==> config.mk <==
export PLATFORM = sky130hd
export DESIGN_NAME = wkalm_top
export DESIGN_NICKNAME = d
export VERILOG_FILES = /design/src/rtl/wkalm_pkg.sv /design/src/rtl/wkalm_regs.sv /design/src/rtl/wkalm_match.sv /design/src/rtl/wkalm_pend.sv /design/src/rtl/wkalm_top.sv
export SDC_FILE = /design/constraint.sdc
export NUM_CORES = 1
export LEC_CHECK = 0
export ABC_AREA = 1
export BUFFER_PORTS_ARGS = -buffer_cell sky130_fd_sc_hd__buf_4
export CORE_ASPECT_RATIO = 1.4
export CORE_MARGIN = 8
export CORE_UTILIZATION = 40
export DETAILED_ROUTE_END_ITERATION = 7
export PLACE_DENSITY = 0.69
export REMOVE_ABC_BUFFERS = 1
export SLEW_MARGIN = 20
export SYNTH_ARGS = -nofsm -noshare
export SYNTH_HDL_FRONTEND = slang
export SYNTH_SLANG_ARGS = --single-unit
export TNS_END_PERCENT = 100
==> constraint.sdc <==
create_clock -name clk -period 1.5 [get_ports clk]
set_clock_uncertainty 0.1 [all_clocks]
set_input_delay 0.225 -clock clk [delete_from_list [all_inputs] [get_ports clk]]
set_output_delay 0.225 -clock clk [all_outputs]
set_load 0.005 [all_outputs]
==> src/rtl/wkalm_pkg.sv <==
package wkalm_pkg;
  localparam int unsigned ADDR_W = 3;

  typedef enum logic [ADDR_W-1:0] {
    A_CTRL  = 3'd0,
    A_STAT  = 3'd1,
    A_AMIN  = 3'd2,
    A_AHOUR = 3'd3,
    A_WMASK = 3'd4
  } reg_addr_e;

  localparam int unsigned BIT_ALM_EN = 4;
  localparam int unsigned BIT_SEC_EN = 3;

  localparam int unsigned SRC_ALM = 0;
  localparam int unsigned SRC_SEC = 1;
  localparam int unsigned NSRC    = 2;
endpackage

==> src/rtl/wkalm_regs.sv <==
module wkalm_regs
  import wkalm_pkg::*;
#(
  parameter int unsigned DW    = 8,
  parameter int unsigned NDAYS = 7
) (
  input  logic              clk,
  input  logic              rst,
  input  logic              we,
  input  logic [ADDR_W-1:0] addr,
  input  logic [DW-1:0]     wdata,
  input  logic [NSRC-1:0]   pend,
  output logic [DW-1:0]     rdata,
  output logic [NSRC-1:0]   en,
  output logic [NSRC-1:0]   clr,
  output logic [7:0]        alm_min,
  output logic [7:0]        alm_hour,
  output logic [NDAYS-1:0]  wmask
);
  logic en_alm_q, en_sec_q;
  logic [DW-1:0] rd_mux;

  always_ff @(posedge clk) begin
    if (rst) begin
      en_alm_q <= 1'b0;
      en_sec_q <= 1'b0;
      alm_min  <= '0;
      alm_hour <= '0;
      wmask    <= '0;
    end else if (we) begin
      case (addr)
        A_CTRL: begin
          en_alm_q <= wdata[BIT_ALM_EN];
          en_sec_q <= wdata[BIT_SEC_EN];
        end
        A_AMIN:  alm_min  <= wdata[7:0];
        A_AHOUR: alm_hour <= wdata[7:0];
        A_WMASK: wmask    <= wdata[NDAYS-1:0];
        default: ;
      endcase
    end
  end

  always_comb begin
    en          = '0;
    en[SRC_ALM] = en_alm_q;
    en[SRC_SEC] = en_sec_q;
    clr         = (we && addr == A_STAT) ? wdata[NSRC-1:0] : '0;
  end

  always_comb begin
    rd_mux = '0;
    case (addr)
      A_CTRL: begin
        rd_mux[BIT_ALM_EN] = en_alm_q;
        rd_mux[BIT_SEC_EN] = en_sec_q;
      end
      A_STAT:  rd_mux[NSRC-1:0]  = pend;
      A_AMIN:  rd_mux[7:0]       = alm_min;
      A_AHOUR: rd_mux[7:0]       = alm_hour;
      A_WMASK: rd_mux[NDAYS-1:0] = wmask;
      default: ;
    endcase
  end

  always_ff @(posedge clk) begin
    if (rst) rdata <= '0;
    else     rdata <= rd_mux;
  end
endmodule

==> src/rtl/wkalm_match.sv <==
module wkalm_match #(
  parameter int unsigned NDAYS = 7,
  parameter int unsigned WD_W  = $clog2(NDAYS)
) (
  input  logic             tick,
  input  logic [7:0]       cur_sec,
  input  logic [7:0]       cur_min,
  input  logic [7:0]       cur_hour,
  input  logic [WD_W-1:0]  cur_wday,
  input  logic [7:0]       alm_min,
  input  logic [7:0]       alm_hour,
  input  logic [NDAYS-1:0] wmask,
  output logic             hit
);
  logic [NDAYS-1:0] day_sel;

  for (genvar d = 0; d < NDAYS; d++) begin : g_day
    assign day_sel[d] = wmask[d] && (cur_wday == WD_W'(d));
  end

  assign hit = tick && (cur_sec == 8'h00) && (cur_min == alm_min) &&
               (cur_hour == alm_hour) && (|day_sel);
endmodule

==> src/rtl/wkalm_pend.sv <==
module wkalm_pend (
  input  logic clk,
  input  logic rst,
  input  logic set_ev,
  input  logic en,
  input  logic clr,
  output logic pend_q,
  output logic irq_q
);
  always_ff @(posedge clk) begin
    if (rst) begin
      pend_q <= 1'b0;
      irq_q  <= 1'b0;
    end else begin
      pend_q <= (set_ev && en) || (pend_q && !clr);
      irq_q  <= pend_q && en;
    end
  end


  set_wins_chk: assert property (@(posedge clk) disable iff (rst)
    (set_ev && en) |=> pend_q);

  irq_follow_chk: assert property (@(posedge clk) disable iff (rst)
    (pend_q && en) |=> irq_q);

  irq_drop_chk: assert property (@(posedge clk) disable iff (rst)
    !en |=> !irq_q);

  gated_set_chk: assert property (@(posedge clk) disable iff (rst)
    $rose(pend_q) |-> $past(en));
endmodule

==> src/rtl/wkalm_top.sv <==
module wkalm_top
  import wkalm_pkg::*;
#(
  parameter int unsigned DW    = 8,
  parameter int unsigned NDAYS = 7,
  parameter int unsigned WD_W  = $clog2(NDAYS)
) (
  input  logic              clk,
  input  logic              rst,
  input  logic              sec_tick,
  input  logic [7:0]        cur_sec,
  input  logic [7:0]        cur_min,
  input  logic [7:0]        cur_hour,
  input  logic [WD_W-1:0]   cur_wday,
  input  logic              bus_we,
  input  logic [ADDR_W-1:0] bus_addr,
  input  logic [DW-1:0]     bus_wdata,
  output logic [DW-1:0]     bus_rdata,
  output logic              irq_alarm,
  output logic              irq_sec
);
  logic [NSRC-1:0]  en, clr, pend, irq, ev;
  logic [7:0]       alm_min, alm_hour;
  logic [NDAYS-1:0] wmask;
  logic             hit;

  wkalm_regs #(.DW(DW), .NDAYS(NDAYS)) i_regs (
    .clk(clk), .rst(rst), .we(bus_we), .addr(bus_addr), .wdata(bus_wdata),
    .pend(pend), .rdata(bus_rdata), .en(en), .clr(clr),
    .alm_min(alm_min), .alm_hour(alm_hour), .wmask(wmask)
  );

  wkalm_match #(.NDAYS(NDAYS), .WD_W(WD_W)) i_match (
    .tick(sec_tick), .cur_sec(cur_sec), .cur_min(cur_min),
    .cur_hour(cur_hour), .cur_wday(cur_wday), .alm_min(alm_min),
    .alm_hour(alm_hour), .wmask(wmask), .hit(hit)
  );

  always_comb begin
    ev          = '0;
    ev[SRC_ALM] = hit;
    ev[SRC_SEC] = sec_tick;
  end

  for (genvar s = 0; s < NSRC; s++) begin : g_src
    wkalm_pend i_pend (
      .clk(clk), .rst(rst), .set_ev(ev[s]), .en(en[s]), .clr(clr[s]),
      .pend_q(pend[s]), .irq_q(irq[s])
    );
  end

  assign irq_alarm = irq[SRC_ALM];
  assign irq_sec   = irq[SRC_SEC];


  alarm_on_zero_chk: assert property (@(posedge clk) disable iff (rst)
    $rose(pend[SRC_ALM]) |-> $past(sec_tick && cur_sec == 8'h00));

  sec_tick_chk: assert property (@(posedge clk) disable iff (rst)
    (sec_tick && en[SRC_SEC]) |=> pend[SRC_SEC]);
endmodule

# [Word level (Yosys, flattened, before mapping)]
# Index checks and enable logic that the tools add are counted.
[totals] register_bits=37 input_bits=42 output_inout_bits=10 wordCells=58
[op_classes] n_eq_ne=12 n_mux=6 n_reduce_logical=30
[op_table] operator="logical AND 1 bit" count=18
[op_table] operator="== test 8 bit" count=2
[op_table] operator="case mux 2 bit (4 select lines)" count=2
[op_table] operator="== test 3 x 2 -> 1 bit, second input constant" count=4
[op_table] operator="== test 3 bit, second input constant" count=4
[op_table] operator="zero test 8 bit" count=1
[op_table] operator="AND reduction 2 bit" count=4
[op_table] operator="OR reduction 7 bit" count=1
[op_table] operator="== test 3 x 1 -> 1 bit, second input constant" count=2
[op_table] operator="zero test 3 bit" count=2
[op_table] operator="case mux 2 bit (3 select lines)" count=1
[op_table] operator="case mux 1 bit (3 select lines)" count=1
[op_table] operator="zero test 1 bit" count=2
[op_table] operator="logical OR 1 bit" count=2
[op_table] operator="2-to-1 mux 2 bit" count=1
[op_table] operator="case mux 1 bit (2 select lines)" count=1

# [Logic depth before layout (Yosys ltp)]
[logic_depth] word_depth=7 ltp_mapped=10 depth_no_buf=10

# [Cells and area by module]
# From an unflattened synthesis, not the netlist that was laid out.
[unflattened] cells_unflattened=359 hier_area_um2=2164.6
[by_module_without_submodules] mod="wkalm_regs" n_inst=1 cells_each=236 area_each_um2=1590.3 seq_area_each_um2=660.6
[by_module_without_submodules] mod="wkalm_match" n_inst=1 cells_each=105 area_each_um2=436.7 seq_area_each_um2=0.0
[by_module_without_submodules] mod="wkalm_pend" n_inst=2 cells_each=9 area_each_um2=68.8 seq_area_each_um2=40.0

# [Worst setup path after synthesis]
# OpenSTA, ideal clock, no wires.
[synth_path] kind="input to register" startpoint="input port bus_addr[2]" endpoint="register i_regs.alm_hour[5]" setup_time_ps=126 t_arrival_ps=886 required_time_ps=1274 setup_slack_ps=388 path_stages=7 path_buffers=1 path_cell_list="inv_2 nand2_2 nor2_4 nand2_4 buf_6 nor2_1 a211oi_2"
[synth_between] elab_chain_cells=2
[synth_rtl] element="from (decl)" line="wkalm_top.sv:16" source="input logic [ADDR_W-1:0] bus_addr,"
[synth_rtl] element="== test 3 x 2 -> 1 bit" line="wkalm_regs.sv:31" source="case (addr)"
[synth_rtl] element="AND reduction 2 bit (no source line)"
[synth_rtl] element="to (signal assigned)" line="wkalm_regs.sv:37" source="A_AHOUR: alm_hour <= wdata[7:0];"
[synth_rtl] element="to (decl)" line="wkalm_regs.sv:17" source="output logic [7:0] alm_hour,"
# No other way between the ends.
# A chain may end at the register's enable or synchronous reset.

# [Worst setup path in the final report]
[layout_path] startpoint="register i_regs.alm_hour[6]" endpoint="register g_src[0].i_pend.pend_q"
[layout_between] elab_chain_cells=5
[layout_rtl] element="== test 8 bit" line="wkalm_match.sv:22" source="(cur_hour == alm_hour) && (|day_sel);"
[layout_rtl] element="logical AND 1 bit" line="wkalm_match.sv:21" source="assign hit = tick && (cur_sec == 8'h00) && (cur_min == alm_min) &&"
[layout_rtl] element="logical AND 1 bit" line="wkalm_match.sv:22"
[layout_rtl] element="logical AND 1 bit" line="wkalm_pend.sv:15" source="pend_q <= (set_ev && en) || (pend_q && !clr);"
[layout_rtl] element="logical OR 1 bit" line="wkalm_pend.sv:15"
[layout_rtl] element="to (signal assigned)" line="wkalm_pend.sv:15"
[layout_rtl] element="to (decl)" line="wkalm_pend.sv:7" source="output logic pend_q,"
# No other way between the ends.

==> run metrics <==
Worst Max-Slew Pin Slew 0.509 ns; final WL 5210 um; RePlAce Congestion 0.834; Crit-path slowest cell dfxtp_1; Max Clk Rate 0.791 GHz; Final Hold Fails 0; Max-cap violations 0; Hold Buf Count CTS 0; IO Pins 52; Via Count 1888; status finished, final reports clean; vias per std cell 4.71; pre-CTS setup slack 0.124 ns; FF-to-FF path depth 9; crit-path max cell delay 0.33 ns; postcts setup bufs 0; post-route cell area 2520 um2; Starting Density 41.7%; total grt overflow 0; Worst-path clk slew 0.08 ns; Tot Pwr 2.06 mW; CTS tree yes; Async SR Flop Fraction 0%; Synth warnings 0; Final Cycle Share 84.3%; CTS max path bufs 2; Main synth FF type dfxtp_1; max layer used met4; DRT iter0 DRCs 98; first-pass GRT wire length 8580 um; leading area contributor after synthesis dfxtp_1; Critical Path RT 1.63 ns; Yosys cell types 29; port buffer count 51; core area 4880 um2; Post-Syn Instances 287; DP Area 2430 um2; GRT Resource Usage Total 14.0%; CP Capture Type flop; Post-Place Cells 394; initial antenna violation count 0; Routed Antenna Nets 0; nets@finish 379; Slew Limit Fails 0; first drt pass iteration count 5; crit path DAT 1.39 ns; drt drc 0; worst vdd ir 542 uV; Rel. slew slack 66.1%; Min Hold Slack 0.0948 ns; Post-Syn Area 2030 um2; Final Worst Setup Slack 0.235 ns; Post-synth EDFFs 0; most frequent CP cell nand2_1; Yosys reg bits 37; final setup vio count 0; root buffer cell clkbuf_8; final core utilization 51.6%; Period minus WS final 1.26 ns; Routed met2 length 2660 um; antenna cells 0; Leakage 1.15 nW; routed len/inst 13.0 um; die height 100 um; Pwr Density 819 nW/um2; wl on met1 2170 um; Layout Cells excl Fill 401; setup_tns 0 ns; CTS Sinks 37; # rows 30; Critical Path Start Type flop; most frequent cell after synthesis nand2_1; hpwl dp 4090 um; Commonest cells post-synth nand2_1, inv_1, nor2_1; largest cells by area after synthesis dfxtp_1, nand2_1, a211oi_2, inv_1, nor2_1; worst path cell trace inv_1 > nand2_1 > nand2_1 > nand2_1 > nor2_1 > nand2_1 > nor2_1 > nand2_1 > a21oi_1; sequential fraction of the synthesis area 36.4%; Area Growth Syn to Fin 23.8%; RSZ-0062 raised after global routing false; Syn Area/Cell 7.08 um2; Die W 76.3 um; Setup Crit Path Kind flop to flop; vias in the first global route 1853; critical path fanouts, max 3; clk_lat worst skew 0.30 ns; post-CTS sizing 0; largest net degree at the start of global routing 38; full die area 7650 um2; post-synth top area share 36.4%; met3 wire length 228 um; total CTS buffers 5; hold depth 3; # H-tree levels 2; hold crit path type input port to flop; fraction of layout cells with a size suffix above 1 29.4%
worst max-delay path, delay by kind of cell (launching register included):
kind	cells	cell delay [ns]
compound gates	1	0.12
flops	1	0.33
buf+inv	1	0.09
simple gates	7	0.56
cell usage in the layout (no fill, tap or decap):
cell / netlist / final
a211oi_1: 2 / 2
a211oi_2: 19 / 19
a21oi_1: 13 / 13
a21oi_2: 1 / 1
a221oi_1: 2 / 2
buf_4: 1 / 51
clkbuf_8: 0 / 6
clkinvlp_4: 0 / 1
dfxtp_1: 37 / 37
inv_1: 48 / 48
inv_2: 9 / 9
inv_4: 1 / 1
inv_6: 1 / 1
nand2_1: 69 / 69
nand2_2: 3 / 3
nand2_4: 2 / 2
nand2_8: 1 / 1
nand3_1: 13 / 13
nand4_1: 1 / 1
nor2_1: 42 / 42
nor2_2: 3 / 3
nor2_4: 1 / 1
nor3_1: 1 / 1
o21ai_0: 1 / 1
o22ai_1: 7 / 7
xnor2_1: 1 / 1
xor2_1: 1 / 1
logic make-up after synthesis:
family          after synthesis  share of synthesized area, %
compound gates               45                          19.3
flops                        37                          36.4
xor+xnor                      2                         0.862
simple gates                136                          28.7
buf+inv                      67                          14.6
sequential cells by signal (all words and copies together) (netlist names):
register	count
i_regs.rdata	8
i_regs.wmask	7
i_regs.en_sec_q	1
g_src.i_pend.irq_q	2
i_regs.en_alm_q	1
g_src.i_pend.pend_q	2
i_regs.alm_hour	8
i_regs.alm_min	8
path summary, 6_finish.rpt:
kind / start / end / slack [ns]
hold reg to reg: g_src[1].i_pend.pend_q / g_src[1].i_pend.irq_q / 0.36
hold / removal: sec_tick / g_src[1].i_pend.pend_q / 0.09
setup reg to reg: i_regs.alm_hour[6] / g_src[0].i_pend.pend_q / 0.24
setup / recovery: i_regs.alm_hour[6] / g_src[0].i_pend.pend_q / 0.24
metal layers:
metal	track usage, %	vias to the layer above
met1	14.9	842
met3	3.22	9
met5	0	-
met4	8.32	0
met2	24.8	43
li1	-	994
final cells by class:
class,count,area (um2)
clock buffers,6,82.6
repair buffers,51,383
flip-flops and latches,37,741
clock inverters,1,7.51
inverters,59,229
multi-input cells,183,995
well taps,64,80.1
fillers,522,2360
power breakdown:
group | switching, mW | internal [mW]
Sequential | 0.0160 | 1.01
Clock | 0.372 | 0.364
Combinational | 0.167 | 0.135
No activity file was read; power rests on OpenSTA's default activity.
